## config.mk

```make
export PLATFORM = sky130hd
export DESIGN_NAME = adc_bringup_seq
export DESIGN_NICKNAME = d
export VERILOG_FILES = /design/src/rtl/adc_seq_pkg.sv /design/src/rtl/adc_seq_dpath.sv /design/src/rtl/adc_seq_ctrl.sv /design/src/rtl/adc_bringup_seq.sv
export SDC_FILE = /design/constraint.sdc
export NUM_CORES = 1
export LEC_CHECK = 0
export BUFFER_PORTS_ARGS = -buffer_cell sky130_fd_sc_hd__buf_2
export CAP_MARGIN = 40
export CORE_MARGIN = 8
export CORE_UTILIZATION = 30
export CTS_CLUSTER_DIAMETER = 40
export DETAILED_ROUTE_END_ITERATION = 6
export PLACE_DENSITY = 0.55
export SYNTH_ARGS = -nofsm -noshare
export SYNTH_HDL_FRONTEND = slang
export SYNTH_SLANG_ARGS = --single-unit
```

## constraint.sdc

```tcl
create_clock -name clk -period 2.9 [get_ports clk]
set_input_delay 0.29 -clock clk [delete_from_list [all_inputs] [get_ports clk]]
set_output_delay 0.29 -clock clk [all_outputs]
set_load 0.05 [all_outputs]
```

## src/rtl/adc_seq_pkg.sv

```systemverilog
package adc_seq_pkg;

  localparam int ADDR_W = 5;

  typedef enum logic [1:0] {
    OP_CMD = 2'd0,
    OP_RD  = 2'd1,
    OP_WR  = 2'd2
  } opKindT;

  typedef enum logic [2:0] {
    STEP_RESET,
    STEP_HALTSTREAM,
    STEP_CFG_RATE,
    STEP_CFG_REF,
    STEP_CHAN,
    STEP_OFFCAL,
    STEP_GO,
    STEP_HALT
  } stepT;

  localparam logic [7:0] BYTE_RESET      = 8'h06;
  localparam logic [7:0] BYTE_HALTSTREAM = 8'h11;
  localparam logic [7:0] BYTE_OFFCAL     = 8'h1A;
  localparam logic [7:0] BYTE_GO         = 8'h08;
  localparam logic [7:0] BYTE_HALT       = 8'h0A;

  localparam logic [ADDR_W-1:0] ADDR_RATE  = 5'h01;
  localparam logic [ADDR_W-1:0] ADDR_REF   = 5'h03;
  localparam logic [ADDR_W-1:0] ADDR_CHAN0 = 5'h05;

  typedef struct packed {
    logic capture;
    logic latchRd;
    logic loadRstTmr;
    logic loadCalTmr;
    logic runTmr;
    logic chanClr;
    logic chanInc;
  } seqStrobeT;

endpackage

```

## src/rtl/adc_seq_dpath.sv

```systemverilog
module adc_seq_dpath
  import adc_seq_pkg::*;
#(
  parameter int NCH          = 8,
  parameter int RST_WAIT_CYC = 1800,
  parameter int CAL_WAIT_CYC = 30_600_000
) (
  input  logic                  clk,
  input  logic                  rstN,
  input  seqStrobeT             strb,
  input  stepT                  step,
  input  opKindT                kind,
  input  logic [NCH-1:0]        chanEnMask,
  input  logic [3*NCH-1:0]      gainCodes,
  input  logic [3*NCH-1:0]      muxCodes,
  input  logic [2:0]            rateCode,
  input  logic                  refInternal,
  input  logic                  ref4V,
  input  logic [7:0]            opRdData,
  output logic [ADDR_W-1:0]     opAddr,
  output logic [7:0]            opWrData,
  output logic                  cfgBad,
  output logic                  timerZero,
  output logic                  lastChan
);

  localparam int CH_W    = (NCH > 1) ? $clog2(NCH) : 1;
  localparam int TMR_MAX = (RST_WAIT_CYC > CAL_WAIT_CYC) ? RST_WAIT_CYC : CAL_WAIT_CYC;
  localparam int TMR_W   = $clog2(TMR_MAX + 1);

  logic [NCH-1:0]   maskQ;
  logic [3*NCH-1:0] gainQ;
  logic [3*NCH-1:0] muxQ;
  logic [2:0]       rateQ;
  logic             refIntQ;
  logic             ref4Q;
  logic [7:0]       rdByte;
  logic [CH_W-1:0]  chanIdx;
  logic [TMR_W-1:0] tmrCnt;
  logic [NCH-1:0]   badVec;

  // configuration snapshot taken at start
  always_ff @(posedge clk) begin
    if (!rstN) begin
      maskQ   <= '0;
      gainQ   <= '0;
      muxQ    <= '0;
      rateQ   <= '0;
      refIntQ <= 1'b0;
      ref4Q   <= 1'b0;
    end else if (strb.capture) begin
      maskQ   <= chanEnMask;
      gainQ   <= gainCodes;
      muxQ    <= muxCodes;
      rateQ   <= rateCode;
      refIntQ <= refInternal;
      ref4Q   <= ref4V;
    end
  end

  always_ff @(posedge clk) begin
    if (!rstN)             rdByte <= '0;
    else if (strb.latchRd) rdByte <= opRdData;
  end

  always_ff @(posedge clk) begin
    if (!rstN)             chanIdx <= '0;
    else if (strb.chanClr) chanIdx <= '0;
    else if (strb.chanInc) chanIdx <= chanIdx + 1'b1;
  end

  // one down-counter shared by the reset wait and the calibration wait
  always_ff @(posedge clk) begin
    if (!rstN)                             tmrCnt <= '0;
    else if (strb.loadRstTmr)              tmrCnt <= TMR_W'(RST_WAIT_CYC);
    else if (strb.loadCalTmr)              tmrCnt <= TMR_W'(CAL_WAIT_CYC);
    else if (strb.runTmr && tmrCnt != '0)  tmrCnt <= tmrCnt - 1'b1;
  end

  assign timerZero = (tmrCnt == '0);
  assign lastChan  = (chanIdx == CH_W'(NCH - 1));

  // legality of codes, enabled channels only
  for (genvar g = 0; g < NCH; g++) begin : gCodeChk
    logic [2:0] gq;
    logic [2:0] mq;
    logic       gainOk;
    logic       muxOk;
    assign gq     = gainQ[3*g +: 3];
    assign mq     = muxQ[3*g +: 3];
    assign gainOk = (gq == 3'd1) || (gq == 3'd2) || (gq == 3'd4) ||
                    (gq == 3'd5) || (gq == 3'd6);
    assign muxOk  = (mq == 3'd0) || (mq == 3'd1) || (mq == 3'd3) || (mq == 3'd4);
    assign badVec[g] = maskQ[g] && !(gainOk && muxOk);
  end
  assign cfgBad = |badVec;

  // field merges over the byte that was read
  logic [2:0] curGain;
  logic [2:0] curMux;
  logic [7:0] rateByte;
  logic [7:0] refByte;
  logic [7:0] chanByte;

  assign curGain  = gainQ[int'(chanIdx)*3 +: 3];
  assign curMux   = muxQ[int'(chanIdx)*3 +: 3];
  assign rateByte = {rdByte[7:3], rateQ};
  assign refByte  = refIntQ ? {1'b1, rdByte[6], ref4Q, rdByte[4:0]}
                            : {1'b0, rdByte[6:0]};
  assign chanByte = maskQ[chanIdx] ? {rdByte[7], curGain, rdByte[3], curMux}
                                   : (rdByte | 8'h80);

  always_comb begin
    case (step)
      STEP_CFG_RATE: opAddr = ADDR_RATE;
      STEP_CFG_REF:  opAddr = ADDR_REF;
      STEP_CHAN:     opAddr = ADDR_CHAN0 + ADDR_W'(chanIdx);
      default:       opAddr = '0;
    endcase
  end

  always_comb begin
    opWrData = '0;
    if (kind == OP_CMD) begin
      case (step)
        STEP_RESET:      opWrData = BYTE_RESET;
        STEP_HALTSTREAM: opWrData = BYTE_HALTSTREAM;
        STEP_OFFCAL:     opWrData = BYTE_OFFCAL;
        STEP_GO:         opWrData = BYTE_GO;
        STEP_HALT:       opWrData = BYTE_HALT;
        default:         opWrData = '0;
      endcase
    end else if (kind == OP_WR) begin
      case (step)
        STEP_CFG_RATE: opWrData = rateByte;
        STEP_CFG_REF:  opWrData = refByte;
        STEP_CHAN:     opWrData = chanByte;
        default:       opWrData = '0;
      endcase
    end
  end

endmodule

```

## src/rtl/adc_seq_ctrl.sv

```systemverilog
module adc_seq_ctrl
  import adc_seq_pkg::*;
(
  input  logic      clk,
  input  logic      rstN,
  input  logic      startPulse,
  input  logic      opAck,
  input  logic      cfgBad,
  input  logic      timerZero,
  input  logic      lastChan,
  output seqStrobeT strb,
  output stepT      step,
  output opKindT    kind,
  output logic      opReq,
  output logic      seqDone,
  output logic      seqError
);

  typedef enum logic [4:0] {
    S_IDLE, S_CHECK, S_FAIL, S_RST, S_RSTWAIT, S_HALTSTR,
    S_RDRATE, S_WRRATE, S_RDREF, S_WRREF, S_RDCH, S_WRCH,
    S_OFFCAL, S_GO, S_CALWAIT, S_HALT, S_DONE
  } stateT;

  stateT state, nextState;

  always_ff @(posedge clk) begin
    if (!rstN) state <= S_IDLE;
    else       state <= nextState;
  end

  always_comb begin
    nextState = state;
    strb      = '0;
    step      = STEP_RESET;
    kind      = OP_CMD;
    opReq     = 1'b0;
    seqDone   = 1'b0;
    seqError  = 1'b0;
    case (state)
      S_IDLE: if (startPulse) begin
        strb.capture = 1'b1;
        nextState    = S_CHECK;
      end
      S_CHECK: nextState = cfgBad ? S_FAIL : S_RST;
      S_FAIL: begin
        seqError  = 1'b1;
        nextState = S_IDLE;
      end
      S_RST: begin
        opReq = 1'b1;
        if (opAck) begin
          strb.loadRstTmr = 1'b1;
          nextState       = S_RSTWAIT;
        end
      end
      S_RSTWAIT: begin
        strb.runTmr = 1'b1;
        if (timerZero) nextState = S_HALTSTR;
      end
      S_HALTSTR: begin
        opReq = 1'b1;
        step  = STEP_HALTSTREAM;
        if (opAck) nextState = S_RDRATE;
      end
      S_RDRATE: begin
        opReq = 1'b1; kind = OP_RD; step = STEP_CFG_RATE;
        if (opAck) begin
          strb.latchRd = 1'b1;
          nextState    = S_WRRATE;
        end
      end
      S_WRRATE: begin
        opReq = 1'b1; kind = OP_WR; step = STEP_CFG_RATE;
        if (opAck) nextState = S_RDREF;
      end
      S_RDREF: begin
        opReq = 1'b1; kind = OP_RD; step = STEP_CFG_REF;
        if (opAck) begin
          strb.latchRd = 1'b1;
          nextState    = S_WRREF;
        end
      end
      S_WRREF: begin
        opReq = 1'b1; kind = OP_WR; step = STEP_CFG_REF;
        if (opAck) begin
          strb.chanClr = 1'b1;
          nextState    = S_RDCH;
        end
      end
      S_RDCH: begin
        opReq = 1'b1; kind = OP_RD; step = STEP_CHAN;
        if (opAck) begin
          strb.latchRd = 1'b1;
          nextState    = S_WRCH;
        end
      end
      S_WRCH: begin
        opReq = 1'b1; kind = OP_WR; step = STEP_CHAN;
        if (opAck) begin
          if (lastChan) nextState = S_OFFCAL;
          else begin
            strb.chanInc = 1'b1;
            nextState    = S_RDCH;
          end
        end
      end
      S_OFFCAL: begin
        opReq = 1'b1; step = STEP_OFFCAL;
        if (opAck) nextState = S_GO;
      end
      S_GO: begin
        opReq = 1'b1; step = STEP_GO;
        if (opAck) begin
          strb.loadCalTmr = 1'b1;
          nextState       = S_CALWAIT;
        end
      end
      S_CALWAIT: begin
        strb.runTmr = 1'b1;
        if (timerZero) nextState = S_HALT;
      end
      S_HALT: begin
        opReq = 1'b1; step = STEP_HALT;
        if (opAck) nextState = S_DONE;
      end
      S_DONE: begin
        seqDone   = 1'b1;
        nextState = S_IDLE;
      end
      default: nextState = S_IDLE;
    endcase
  end

endmodule

```

## src/rtl/adc_bringup_seq.sv

```systemverilog
module adc_bringup_seq
  import adc_seq_pkg::*;
#(
  parameter int NCH          = 8,
  parameter int RST_WAIT_CYC = 1800,
  parameter int CAL_WAIT_CYC = 30_600_000
) (
  input  logic               clk,
  input  logic               rstN,
  input  logic               startPulse,
  input  logic [NCH-1:0]     chanEnMask,
  input  logic [3*NCH-1:0]   gainCodes,
  input  logic [3*NCH-1:0]   muxCodes,
  input  logic [2:0]         rateCode,
  input  logic               refInternal,
  input  logic               ref4V,
  output logic               opReq,
  output logic [1:0]         opKind,
  output logic [ADDR_W-1:0]  opAddr,
  output logic [7:0]         opWrData,
  input  logic               opAck,
  input  logic [7:0]         opRdData,
  output logic               seqDone,
  output logic               seqError
);

  seqStrobeT strb;
  stepT      step;
  opKindT    kind;
  logic      cfgBad;
  logic      timerZero;
  logic      lastChan;

  adc_seq_ctrl u_ctrl (
    .clk        (clk),
    .rstN       (rstN),
    .startPulse (startPulse),
    .opAck      (opAck),
    .cfgBad     (cfgBad),
    .timerZero  (timerZero),
    .lastChan   (lastChan),
    .strb       (strb),
    .step       (step),
    .kind       (kind),
    .opReq      (opReq),
    .seqDone    (seqDone),
    .seqError   (seqError)
  );

  adc_seq_dpath #(
    .NCH          (NCH),
    .RST_WAIT_CYC (RST_WAIT_CYC),
    .CAL_WAIT_CYC (CAL_WAIT_CYC)
  ) u_dpath (
    .clk         (clk),
    .rstN        (rstN),
    .strb        (strb),
    .step        (step),
    .kind        (kind),
    .chanEnMask  (chanEnMask),
    .gainCodes   (gainCodes),
    .muxCodes    (muxCodes),
    .rateCode    (rateCode),
    .refInternal (refInternal),
    .ref4V       (ref4V),
    .opRdData    (opRdData),
    .opAddr      (opAddr),
    .opWrData    (opWrData),
    .cfgBad      (cfgBad),
    .timerZero   (timerZero),
    .lastChan    (lastChan)
  );

  assign opKind = kind;

endmodule

```

### Yosys cells after proc, flatten, opt, wreduce, memory -nomap -nowiden

Index checks and enable logic that the tools add are counted.

| operators by class | value |
|---|---|
| reduce and logical (&&, ||, !) cells | 108 |
| magnitude comparators | 1 |
| mux-type cells | 45 |
| divide/modulo/power cells | 0 |
| eq/ne operators | 103 |
| add/sub/neg operators | 3 |
| bitwise operators | 1 |
| shift operators | 2 |
| $mul | 1 |

Operators with widths:

| cell | count |
|---|---|
| == test 3 bit (second input constant) | 37 |
| case mux 5 bit (15 select lines) | 1 |
| 2-to-1 mux 5 bit | 14 |
| variable part select 24 x 32 -> 3 bit | 2 |
| logical OR 1 bit | 56 |
| == test 3 x 2 -> 1 bit (second input constant) | 18 |
| == test 3 x 1 -> 1 bit (second input constant) | 17 |
| 2-to-1 mux 25 bit | 2 |
| == test 5 x 4 -> 1 bit (second input constant) | 8 |
| 2-to-1 mux 8 bit | 4 |
| inequality test 2 bit (second input constant) | 14 |
| logical NOT 3 bit | 9 |
| logical NOT 25 bit | 1 |
| case mux 5 bit (5 select lines) | 1 |
| nonzero test 25 bit | 1 |
| subtractor 25 x 1 -> 25 bit (second input constant) | 1 |
| case mux 8 bit (3 select lines) | 1 |
| case mux 3 bit (7 select lines) | 1 |
| == test 5 x 3 -> 1 bit (second input constant) | 4 |
| logical AND 1 bit | 17 |
| 2-to-1 mux 1 bit | 16 |
| case mux 5 bit (3 select lines) | 1 |
| AND reduction 14 bit | 1 |
| OR reduction 2 bit | 6 |
| other kinds (21) | 31 |

| storage, ports and cells | value |
|---|---|
| memories kept | 0 |
| logic and storage cells | 276 |
| memory bits (read-only) | 0 |
| bits in latches | 0 |
| input port bits | 73 |
| output and inout bits | 18 |
| memory bits (writable) | 0 |
| register bits | 102 |

### Longest topological paths before layout

Gate-level depths: netlist of the first run.

| depth | value |
|---|---|
| depth after elaboration | 11 |
| gate-level depth with buffers | 8 |
| gate-level depth less buffers | 7 |

### Hierarchy

Synthesis of the first run repeated with hierarchy kept, for this count alone.

| second synthesis, totals | value |
|---|---|
| cells, all modules | 603 |
| area, all modules | 5499.0 um2 |

By module, submodules not included:

| module | times used | cells each | area an instance (um2) |
|---|---|---|---|
| adc_seq_dpath | 1 | 525 | 4914.7 |
| adc_seq_ctrl | 1 | 78 | 584.3 |

### Worst setup path before layout of the first run

Ideal clock, no wire load.

| timing | value |
|---|---|
| kind | register to output |
| start point | register u_dpath.chanIdx[0] |
| end point | output port opWrData[7] |
| arrival time | 2.619 ns |
| cell stages (with the launch flop) | 7 |
| data required time | 2.610 ns |
| buffers on the path | 1 |
| path slack | -0.009 ns |
| cell sequence | dfxtp_1 -> buf_2 -> mux4_2 -> mux2_2 -> a21oi_1 -> nor2_1 -> nor3_1 |

| between the ends | value |
|---|---|
| cells in the longest elaborated chain, start to end | 6 |

Ends and longest elaborated chain:

| what | RTL line | text |
|---|---|---|
| from (decl) | adc_seq_dpath.sv:38 | `logic [CH_W-1:0] chanIdx;` |
| from (signal assigned) | adc_seq_dpath.sv:69 | `else if (strb.chanInc) chanIdx <= chanIdx + 1'b1;` |
| binary-select mux 1 bit (select 3 bit) | adc_seq_dpath.sv:110 | `assign chanByte = maskQ[chanIdx] ? {rdByte[7], curGain, rdByte[3], curMux}` |
| 2-to-1 mux 1 bit (not written as such) | adc_seq_dpath.sv:110 |  |
| 2-to-1 mux 8 bit | adc_seq_dpath.sv:110 |  |
| case mux 8 bit (3 select lines) | adc_seq_dpath.sv:134 | `case (step)` |
| 2-to-1 mux 8 bit | adc_seq_dpath.sv:133 | `end else if (kind == OP_WR) begin` |
| 2-to-1 mux 8 bit | adc_seq_dpath.sv:124 | `if (kind == OP_CMD) begin` |
| to (decl) | adc_bringup_seq.sv:20 | `output logic [7:0] opWrData,` |

Every way passes these cells. The select of a mux whose other input is x is not followed.

### Worst setup path in the final report of the first run

| timing | value |
|---|---|
| start point | register u_ctrl.state[3] |
| end point | output port opWrData[5] |

| between the ends | value |
|---|---|
| cells in the longest elaborated chain, start to end | 7 |
| elaborated cells between the ends (all ways) | 25 |

Ends and longest elaborated chain:

| what | RTL line | text |
|---|---|---|
| from (decl) | adc_seq_ctrl.sv:25 | `stateT state, nextState;` |
| from (signal assigned) | adc_seq_ctrl.sv:29 | `else state <= nextState;` |
| == test 5 x 4 -> 1 bit / == test 5 x 3 -> 1 bit (equally long branches) | adc_seq_ctrl.sv:40 | `case (state)` |
| OR reduction 2 bit (no line) | - |  |
| case mux 3 bit (7 select lines) | adc_seq_ctrl.sv:40 |  |
| == test 3 bit / == test 3 x 2 -> 1 bit (equally long branches) | adc_seq_dpath.sv:134 |  |
| case mux 8 bit (3 select lines) | adc_seq_dpath.sv:134 |  |
| 2-to-1 mux 8 bit | adc_seq_dpath.sv:133 |  |
| 2-to-1 mux 8 bit * | adc_seq_dpath.sv:124 |  |

Every way passes the cells marked *; elsewhere a longest branch is shown, timed or not.

==> impl_metrics.py, run 1 <==
metrics = {
    "outcome": {
        "outcome": "finished clean",
    },
    "finish": {
        "final_common_cell": "nand2_1",
        "final_area_mm2": 0.00627,
        "final_layout_size_suffix_gt1_share_pct": 20.8,
        "layout_common_cells": "nand2_1, dfxtp_1, buf_2",
        "fill_cells": 1829,
        "final_nets": 808,
        "syn_to_final_growth_pct": 18.7,
        "antenna_cells": 0,
    },
    "sta": {
        "layout_setup_ws_ps": 194,
        "max_freq_ghz": 0.370,
        "finalMaxSlewViolations": 0,
        "finClkSkew_ps": 5.32,
        "report.final.hold_viol_count": 0,
        "min_period_over_period_pct": 93.3,
        "tightest_slew_ps": 790,
        "setup_tns_ps": 0,
        "slew_headroom_pct": 47.1,
        "post-route-min-period_ps": 2710,
        "setup_violations": 0,
        "rsz0062_at_grt": "false",
    },
    "synthesis": {
        "synth.area.top_cells": "dfxtp_1, nand2_1, a21oi_1, mux4_2, clkbuf_1",
        "synth_edf_count": 0,
        "async_flop_share_pct": 0,
        "yosys_warnings": 0,
        "ys_seq_elements": 102,
        "syn_inst": 662,
        "ys_seq_area_share_pct": 38.7,
        "syn_area_mm2": 0.00528,
        "avgSynthCellArea_um2": 7.98,
        "ys_types": 67,
        "post-synth-top-area-cell": "dfxtp_1",
        "synth.top_cell.area_share_pct": 38.7,
        "syn_nets": 739,
        "ys.flop_type": "dfxtp_1",
    },
    "route": {
        "post_drt_wl_per_cell_um": 16.0,
        "antenna_left": 0,
        "dr.first_iter.drc_count": 360,
        "vias_per_cell": 5.11,
        "drc": 0,
        "drt_pass1_iterations": 5,
        "wirelength_um": 15400,
        "vias": 4905,
    },
    "clock_tree": {
        "clkLatencyLatePin_ps": 360,
        "h-tree-depth": 3,
        "cts_setup_buffers": 0,
        "cts_tree": "yes",
        "cts_buffers": 9,
        "holdBufCountCts": 0,
        "cts_buffer_depth": 2,
        "clkTransAtPathRegs_ps": 70,
        "cts_resized": 0,
        "cts_num_sinks": 102,
        "clock_tree.root_cell": "clkbuf_16",
    },
    "worst_setup_path": {
        "critPathBufInv": 2,
        "crit_path_end_kind": "output port",
        "cp_slowest_cell": "dfxtp_1",
        "critPathRequiredTime_ps": 2610,
        "timing.rr.start": "u_dpath.tmrCnt[0]",
        "worstPathCellList": "buf_4, and3b_1, nand3b_1, nand2b_1, o221ai_1, buf_2",
        "cp_max_fo": 18,
        "cp.arrival_ps": 2420,
        "crit_start": "u_ctrl.state[3]",
        "critPathLaunchType": "flip-flop",
        "path_delay_family": "simple AND/OR/NAND/NOR gates",
        "slowest_delay_ps": 540,
        "critPathKind": "flip-flop to output port",
    },
    "place": {
        "dpl_worst_slack_ps": 494,
        "place_congestion": 0.855,
        "place_hpwl_um": 11400,
        "placed_cell_area_mm2": 0.00597,
        "io_buffers": 89,
    },
    "worst_hold_path": {
        "min_path_type": "primary input to flip-flop",
        "hp-start": "gainCodes[8]",
    },
    "grt": {
        "grt_pass1_wl_um": 25100,
        "grt_start_max_net_pins": 62,
        "grt_util_all_layers_pct": 14.2,
        "grt_pass1_vias": 4730,
        "grt_antenna_before_repair": 0,
        "grt_overflow": 0,
    },
    "power": {
        "combPwrFrac_pct": 29.8,
        "internal_power_mw": 2.75,
        "clkPwrFrac_pct": 28.8,
        "ir_drop_v": 0.000392,
        "switching_share_pct": 36.1,
        "power_density_mw_per_mm2": 686,
        "power_frac_seq_pct": 41.5,
        "leakage_nw": 2.39,
        "p_sw_mw": 1.55,
    },
    "floorplanning": {
        "ioPinCount": 91,
        "chipWidth_um": 149,
        "die_height_um": 149,
        "core_area_mm2": 0.0172,
        "start_util_pct": 30.6,
        "num_rows": 48,
        "dieArea_mm2": 0.0221,
    },
    "flow_run": {
        "cap_violations": 0,
    },
}
-- state kept, by name, summed over array words and instances (netlist names), 3 cells and up --
| signal | cells |
|---|---|
| u_dpath.tmrCnt | 25 |
| u_dpath.gainQ | 24 |
| u_dpath.muxQ | 24 |
| u_dpath.maskQ | 8 |
| u_dpath.rdByte | 8 |
| u_ctrl.state | 5 |
| u_dpath.chanIdx | 3 |
| u_dpath.rateQ | 3 |
-- worst register-to-register path, stage by stage (launching register included) --
cell and delay (ps):
dfxtp_1 310, inv_1 100, ha_1 140, or3b_2 450, or2_2 320, o211ai_1 660
o21ai_0 180, a31oi_1 180
-- logic make-up after synthesis --
family / Yosys count / synth area share, %
AO/OA/AOI/OAI: 170 / 19.5
XOR/XNOR: 8 / 1.33
adder cells (fa/ha/maj): 5 / 1.14
buffers and inverters: 58 / 4.55
flip-flops: 102 / 38.7
multiplexers: 26 / 8.27
other: 1 / 0.0710
AND/OR/NAND/NOR: 292 / 26.5
-- power by group through the flow --
stage          logic (mW)  clock network [mW]  registers (mW)
2_1_floorplan       0.951                   0            1.72
3_3_place_gp         1.28                   0            1.81
3_5_place_dp         1.29                   0            1.81
4_1_cts              1.29                1.28            1.78
5_1_grt              1.43                1.34            1.81
6_report             1.28                1.24            1.78
-- final timing paths --
kind,end,slack [ps],cells after the start
worst max-delay path,opWrData[5],190,6
worst max register to register,u_dpath.tmrCnt[22],490,7
worst min-delay path,u_dpath.gainQ[8],160,3
worst min register to register,u_dpath.rdByte[3],460,2
-- synthesized netlist by cell type, types with 3 or more instances --
| master | n |
|---|---|
| o21ai_0 | 25 |
| a2111oi_0 | 3 |
| buf_2 | 3 |
| buf_4 | 3 |
| a22oi_1 | 3 |
| nor4_1 | 4 |
| o211ai_1 | 6 |
| a31oi_1 | 11 |
| nand3b_1 | 3 |
| nand4b_1 | 3 |
| nand2b_1 | 7 |
| or4_1 | 9 |
| inv_1 | 9 |
| clkbuf_1 | 41 |
| nand3_1 | 28 |
| nand2_1 | 156 |
| dfxtp_1 | 102 |
| o31ai_1 | 7 |
| ha_1 | 4 |
| a21oi_1 | 86 |
| xor2_1 | 6 |
| or3_1 | 16 |
| nor2b_1 | 9 |
| or2_2 | 3 |
| a221o_1 | 5 |
| mux2i_1 | 11 |
| nor2_1 | 26 |
| mux4_2 | 14 |
| nor3_1 | 8 |
| nor3b_1 | 5 |
-- area by class of cell --
class	count	area [um^2]	share of cell area [%]
timing repair buffer	107	606	9.66
clock buffer	9	225	3.59
multi-input combinational	502	3010	48.0
inverter	9	33.8	0.539
tap	225	282	4.49
clock inverter	6	70.1	1.12
sequential	102	2040	32.6
-- per-layer routing --
metal,routed length [um],track usage [%],vias up,part of all wire [%]
met5,0,0,-,0
met4,220,4.33,0,1.4
met3,552,3.28,15,3.6
met2,7190,22.4,88,47
met1,7420,18.9,2288,48
li1,-,-,2514,-
-- metrics by stage --
| step | instances | total power [mW] | utilization [%] | hold WS (ps) |
|---|---|---|---|---|
| finish | 960 | 4.30 | 36.4 | 163 |
| global route | 960 | 4.57 | 36.4 | 160 |
| CTS | 960 | 4.35 | 36.4 | 145 |
| detailed placement | 945 | 3.10 | 34.6 | 448 |
| global placement | 945 | 3.09 | 34.6 | 449 |
| floorplan | 662 | 2.68 | - | 426 |
Note: power is estimated with default switching activity, not from simulation.
==> inputs of run 2 (changes only) <==
--- a/config.mk
+++ b/config.mk
@@ -11,7 +11,7 @@
 export CORE_UTILIZATION = 30
 export CTS_CLUSTER_DIAMETER = 40
 export DETAILED_ROUTE_END_ITERATION = 6
-export PLACE_DENSITY = 0.55
+export PLACE_DENSITY = 0.56
 export SYNTH_ARGS = -nofsm -noshare
 export SYNTH_HDL_FRONTEND = slang
 export SYNTH_SLANG_ARGS = --single-unit
==> impl_metrics.py, run 2 (same netlist as run 1, synthesis figures left out) <==
metrics = {
    "outcome": {
        "outcome": "finished clean",
    },
    "power": {
        "leakage_nw": 2.37,
        "ir_drop_v": 0.000433,
        "power_density_mw_per_mm2": 678,
        "finalPower_mw": 4.22,
        "power_frac_seq_pct": 42.3,
        "switching_share_pct": 37.3,
        "internal_power_mw": 2.65,
        "clkPwrFrac_pct": 28.6,
        "combPwrFrac_pct": 29.1,
        "p_sw_mw": 1.58,
    },
    "place": {
        "io_buffers": 89,
        "place_hpwl_um": 11300,
        "place_congestion": 0.827,
    },
    "route": {
        "drt_pass1_iterations": 5,
        "antenna_left": 0,
        "dr.first_iter.drc_count": 269,
        "wl_met1_um": 7300,
        "vias_per_cell": 5.14,
        "vias": 4932,
        "post_drt_wl_per_cell_um": 16.0,
        "wl_met2_um": 7110,
        "wirelength_um": 15300,
        "wl_met3_um": 650,
        "routed.top_layer": "met4",
        "drc": 0,
    },
    "worst_setup_path": {
        "critPathKind": "flip-flop to output port",
        "cp.arrival_ps": 2390,
        "cp_max_fo": 10,
        "critPathRequiredTime_ps": 2610,
        "crit_path_end_kind": "output port",
        "timing.rr.start": "u_dpath.tmrCnt[3]",
        "r2r_cells": 6,
        "r2r_slack_ps": 620,
        "r2r-end": "u_dpath.tmrCnt[14]",
        "critPathLaunchType": "flip-flop",
    },
    "clock_tree": {
        "clock_tree.root_cell": "clkbuf_16",
        "cts_tree": "yes",
        "cts_setup_buffers": 0,
        "clkLatencyLatePin_ps": 360,
        "h-tree-depth": 3,
        "cts_resized": 0,
        "cts_buffers": 9,
        "cts_buffer_depth": 2,
        "clkTransAtPathRegs_ps": 80,
        "holdBufCountCts": 0,
        "cts_num_sinks": 102,
    },
    "sta": {
        "finClkSkew_ps": 15.7,
        "post-route-min-period_ps": 2680,
        "min_period_over_period_pct": 92.2,
        "finalMaxSlewViolations": 0,
        "tightest_slew_ps": 684,
        "report.final.hold_viol_count": 0,
        "slew_headroom_pct": 54.3,
        "rsz0062_at_grt": "false",
        "setup_tns_ps": 0,
        "setup_violations": 0,
        "max_freq_ghz": 0.374,
    },
    "finish": {
        "seqCellArea_mm2": 0.00204,
        "layout_common_cells": "nand2_1, dfxtp_1, buf_2",
        "final_common_cell": "nand2_1",
        "fill_cells": 1823,
        "antenna_cells": 0,
        "final_nets": 806,
        "largest_reg_flops": 25,
        "multi_input_comb_area_mm2": 0.00301,
        "largest_register": "u_dpath.tmrCnt",
        "final_layout_size_suffix_gt1_share_pct": 20.6,
        "syn_to_final_growth_pct": 18.1,
        "biggestRegsByFlops": "u_dpath.tmrCnt x25, u_dpath.gainQ x24, u_dpath.muxQ x24",
    },
    "floorplanning": {
        "start_util_pct": 30.6,
        "chipWidth_um": 149,
        "core_area_mm2": 0.0172,
        "ioPinCount": 91,
        "num_rows": 48,
        "dieArea_mm2": 0.0221,
        "die_height_um": 149,
    },
    "flow_run": {
        "cap_violations": 0,
    },
    "grt": {
        "grt_pass1_vias": 4821,
        "grt_pass1_wl_um": 25000,
        "grt_start_max_net_pins": 62,
        "grt_overflow": 0,
        "grt_util_all_layers_pct": 14.0,
        "grt_antenna_before_repair": 0,
    },
    "worst_hold_path": {
        "hp-start": "muxCodes[10]",
        "hold_path_depth": 3,
        "hold_end": "u_dpath.muxQ[10]",
        "min_path_type": "primary input to flip-flop",
    },
}
run 2: worst max path at each step:
stage | start | to | slack, ps | cells after the start
final | u_dpath.chanIdx[1] | opWrData[5] | 220 | 6
after global routing | u_dpath.chanIdx[1] | opWrData[5] | 60 | 6
after CTS | u_dpath.chanIdx[0] | opWrData[1] | 220 | 6
after detailed placement | u_dpath.chanIdx[1] | opWrData[1] | 620 | 6
after global placement | u_dpath.chanIdx[1] | opWrData[1] | 600 | 6
after floorplan | u_dpath.chanIdx[0] | opWrData[1] | 10 | 6
run 2: critical path: stages (launching register included):
cell and delay, ps:
dfxtp_1 560, mux4_2 360, mux2_2 380, o21ai_0 210, nand4_1 120, o221ai_1 100, buf_2 300
run 2: routing by layer:
metal,vias to the layer above,track usage (%)
met2,111,21.8
met4,0,4.54
li1,2498,-
met5,-,0
met1,2303,18.7
met3,20,3.31
run 2: final cells by class:
type | count | area share [%]
Sequential cell | 102 | 32.8
Clock buffer | 10 | 3.67
Inverter | 9 | 0.542
Tap cell | 225 | 4.52
Clock inverter | 6 | 0.963
Multi-Input combinational cell | 502 | 48.3
Timing Repair Buffer | 105 | 9.27
run 2: metrics by stage:
stage / utilization, % / hold slack [ps] / setup slack (ps) / cell area [um^2] / cells
after global routing: 36.2 / 156 / 60.1 / 6230 / 959
after CTS: 36.2 / 151 / 221 / 6230 / 959
after detailed placement: 34.5 / 457 / 616 / 5940 / 943
after global placement: 34.5 / 449 / 598 / 5940 / 943
after floorplan: - / 426 / 13.8 / 5290 / 662
final: 36.2 / 158 / 225 / 6230 / 959
run 2: power groups by stage:
stage,Sequential [mW],Clock (mW),Combinational (mW)
finish,1.79,1.21,1.23
global placement,1.81,0,1.24
CTS,1.79,1.23,1.24
global route,1.81,1.28,1.38
floorplan,1.72,0,0.951
detailed placement,1.82,0,1.23
==> inputs of run 3 (changes only) <==
--- a/config.mk
+++ b/config.mk
@@ -7,6 +7,7 @@
 export LEC_CHECK = 0
 export BUFFER_PORTS_ARGS = -buffer_cell sky130_fd_sc_hd__buf_2
 export CAP_MARGIN = 40
+export CORE_ASPECT_RATIO = 0.5
 export CORE_MARGIN = 8
 export CORE_UTILIZATION = 30
 export CTS_CLUSTER_DIAMETER = 40
==> impl_metrics.py, run 3 (same netlist as run 1, synthesis figures left out) <==
metrics = {
    "clock_tree": {
        "cts_tree": "yes",
        "holdBufCountCts": 0,
        "cts_setup_buffers": 0,
        "clkLatencyLatePin_ps": 350,
        "cts_num_sinks": 102,
        "clock_tree.root_cell": "clkbuf_16",
        "cts_resized": 0,
        "cts_buffer_depth": 2,
        "h-tree-depth": 3,
        "cts_buffers": 9,
        "clkTransAtPathRegs_ps": 80,
    },
    "route": {
        "drt_pass1_iterations": 4,
        "dr.first_iter.drc_count": 322,
        "wirelength_um": 15300,
        "post_drt_wl_per_cell_um": 15.8,
        "antenna_left": 0,
        "vias": 4971,
        "vias_per_cell": 5.13,
        "drc": 0,
    },
    "finish": {
        "multi_input_comb_area_mm2": 0.00301,
        "fin_cells": 969,
        "largest_register": "u_dpath.tmrCnt",
        "largest_reg_flops": 25,
        "seqCellArea_mm2": 0.00204,
        "antenna_cells": 0,
        "final_core_util_pct": 36.2,
        "final_common_cell": "nand2_1",
        "final_area_mm2": 0.00627,
        "final_nets": 807,
        "final_layout_size_suffix_gt1_share_pct": 20.8,
        "fill_cells": 1812,
        "layout_common_cells": "nand2_1, dfxtp_1, buf_2",
        "biggestRegsByFlops": "u_dpath.tmrCnt x25, u_dpath.gainQ x24, u_dpath.muxQ x24",
        "syn_to_final_growth_pct": 18.8,
    },
    "sta": {
        "slew_headroom_pct": 58.9,
        "min_period_over_period_pct": 92.5,
        "holdWs_ps": 168,
        "setup_tns_ps": 0,
        "tightest_slew_ps": 615,
        "rsz0062_at_grt": "false",
        "finClkSkew_ps": 9.24,
        "setup_violations": 0,
        "finalMaxSlewViolations": 0,
        "post-route-min-period_ps": 2680,
        "max_freq_ghz": 0.373,
        "report.final.hold_viol_count": 0,
    },
    "worst_setup_path": {
        "slowest_delay_ps": 520,
        "cp.arrival_ps": 2390,
        "critPathRequiredTime_ps": 2610,
        "critPathBufInv": 1,
        "cp_max_fo": 10,
        "crit_path_end_kind": "output port",
        "critPathLaunchType": "flip-flop",
        "worstPathCellList": "mux4_2, mux2_2, o21ai_0, nand4_1, o221ai_1, clkbuf_4",
        "path_delay_family": "multiplexers",
        "critPathKind": "flip-flop to output port",
        "cp_slowest_cell": "mux4_2",
    },
    "floorplanning": {
        "core_area_mm2": 0.0173,
        "chipWidth_um": 204,
        "die_height_um": 110,
        "dieArea_mm2": 0.0224,
        "start_util_pct": 30.5,
        "num_rows": 34,
        "ioPinCount": 91,
    },
    "outcome": {
        "outcome": "finished clean",
    },
    "place": {
        "dp.cells": 953,
        "placed_cell_area_mm2": 0.00599,
        "place_hpwl_um": 11400,
        "io_buffers": 89,
        "place_congestion": 0.782,
    },
    "grt": {
        "grt_start_max_net_pins": 62,
        "grt_util_all_layers_pct": 13.8,
        "grt_overflow": 0,
        "grt_antenna_before_repair": 0,
        "grt_pass1_wl_um": 25300,
        "grt_pass1_vias": 4811,
    },
    "worst_hold_path": {
        "min_path_type": "primary input to flip-flop",
    },
    "power": {
        "ir_drop_v": 0.000293,
        "power_density_mw_per_mm2": 678,
        "leakage_nw": 2.38,
    },
    "flow_run": {
        "cap_violations": 0,
    },
}
==> run 3: final timing paths <==
| path | start | end | slack [ps] | cells past startpoint |
|---|---|---|---|---|
| max | u_dpath.chanIdx[0] | opWrData[5] | 220 | 6 |
| min reg2reg | u_dpath.rdByte[6] | u_dpath.rdByte[6] | 460 | 2 |
| max reg2reg | u_dpath.tmrCnt[0] | u_ctrl.state[3] | 560 | 7 |
| min | chanEnMask[2] | u_dpath.maskQ[2] | 170 | 3 |
==> run 3: worst min-delay path, cell delays in order <==
cell	delay (ps)
buf_2	100
nand2_1	40
a21oi_1	50
==> run 3: metrics by stage <==
stage          setup slack [ps]  total power, mW
3_3_place_gp                616             3.09
6_report                    218             4.25
3_5_place_dp                575             3.11
2_1_floorplan              13.8             2.68
5_1_grt                    21.0             4.52
4_1_cts                     186             4.28
==> run 3: power breakdown <==
group | total [mW] | leakage, nW | switching, mW | internal [mW]
Clock | 1.18 | 0.138 | 0.582 | 0.594
Combinational | 1.28 | 1.41 | 0.787 | 0.495
Sequential | 1.80 | 0.831 | 0.205 | 1.59
==> run 3: final cells by class <==
| class | count | area share [%] |
|---|---|---|
| multi-input combinational | 502 | 48.0 |
| sequential | 102 | 32.6 |
| timing repair buffer | 106 | 9.78 |
| tap | 234 | 4.67 |
| clock buffer | 9 | 3.59 |
| clock inverter | 7 | 0.878 |
| inverter | 9 | 0.539 |
==> run 3: per-layer routing <==
metal | GRT usage, % | routed length [um] | share of wire [%] | vias up
met3 | 2.82 | 588 | 3.8 | 14
met5 | 0 | 0 | 0 | -
met4 | 3.50 | 163 | 1.1 | 0
met2 | 22.4 | 6990 | 46 | 105
li1 | - | - | - | 2500
met1 | 18.7 | 7560 | 49 | 2352
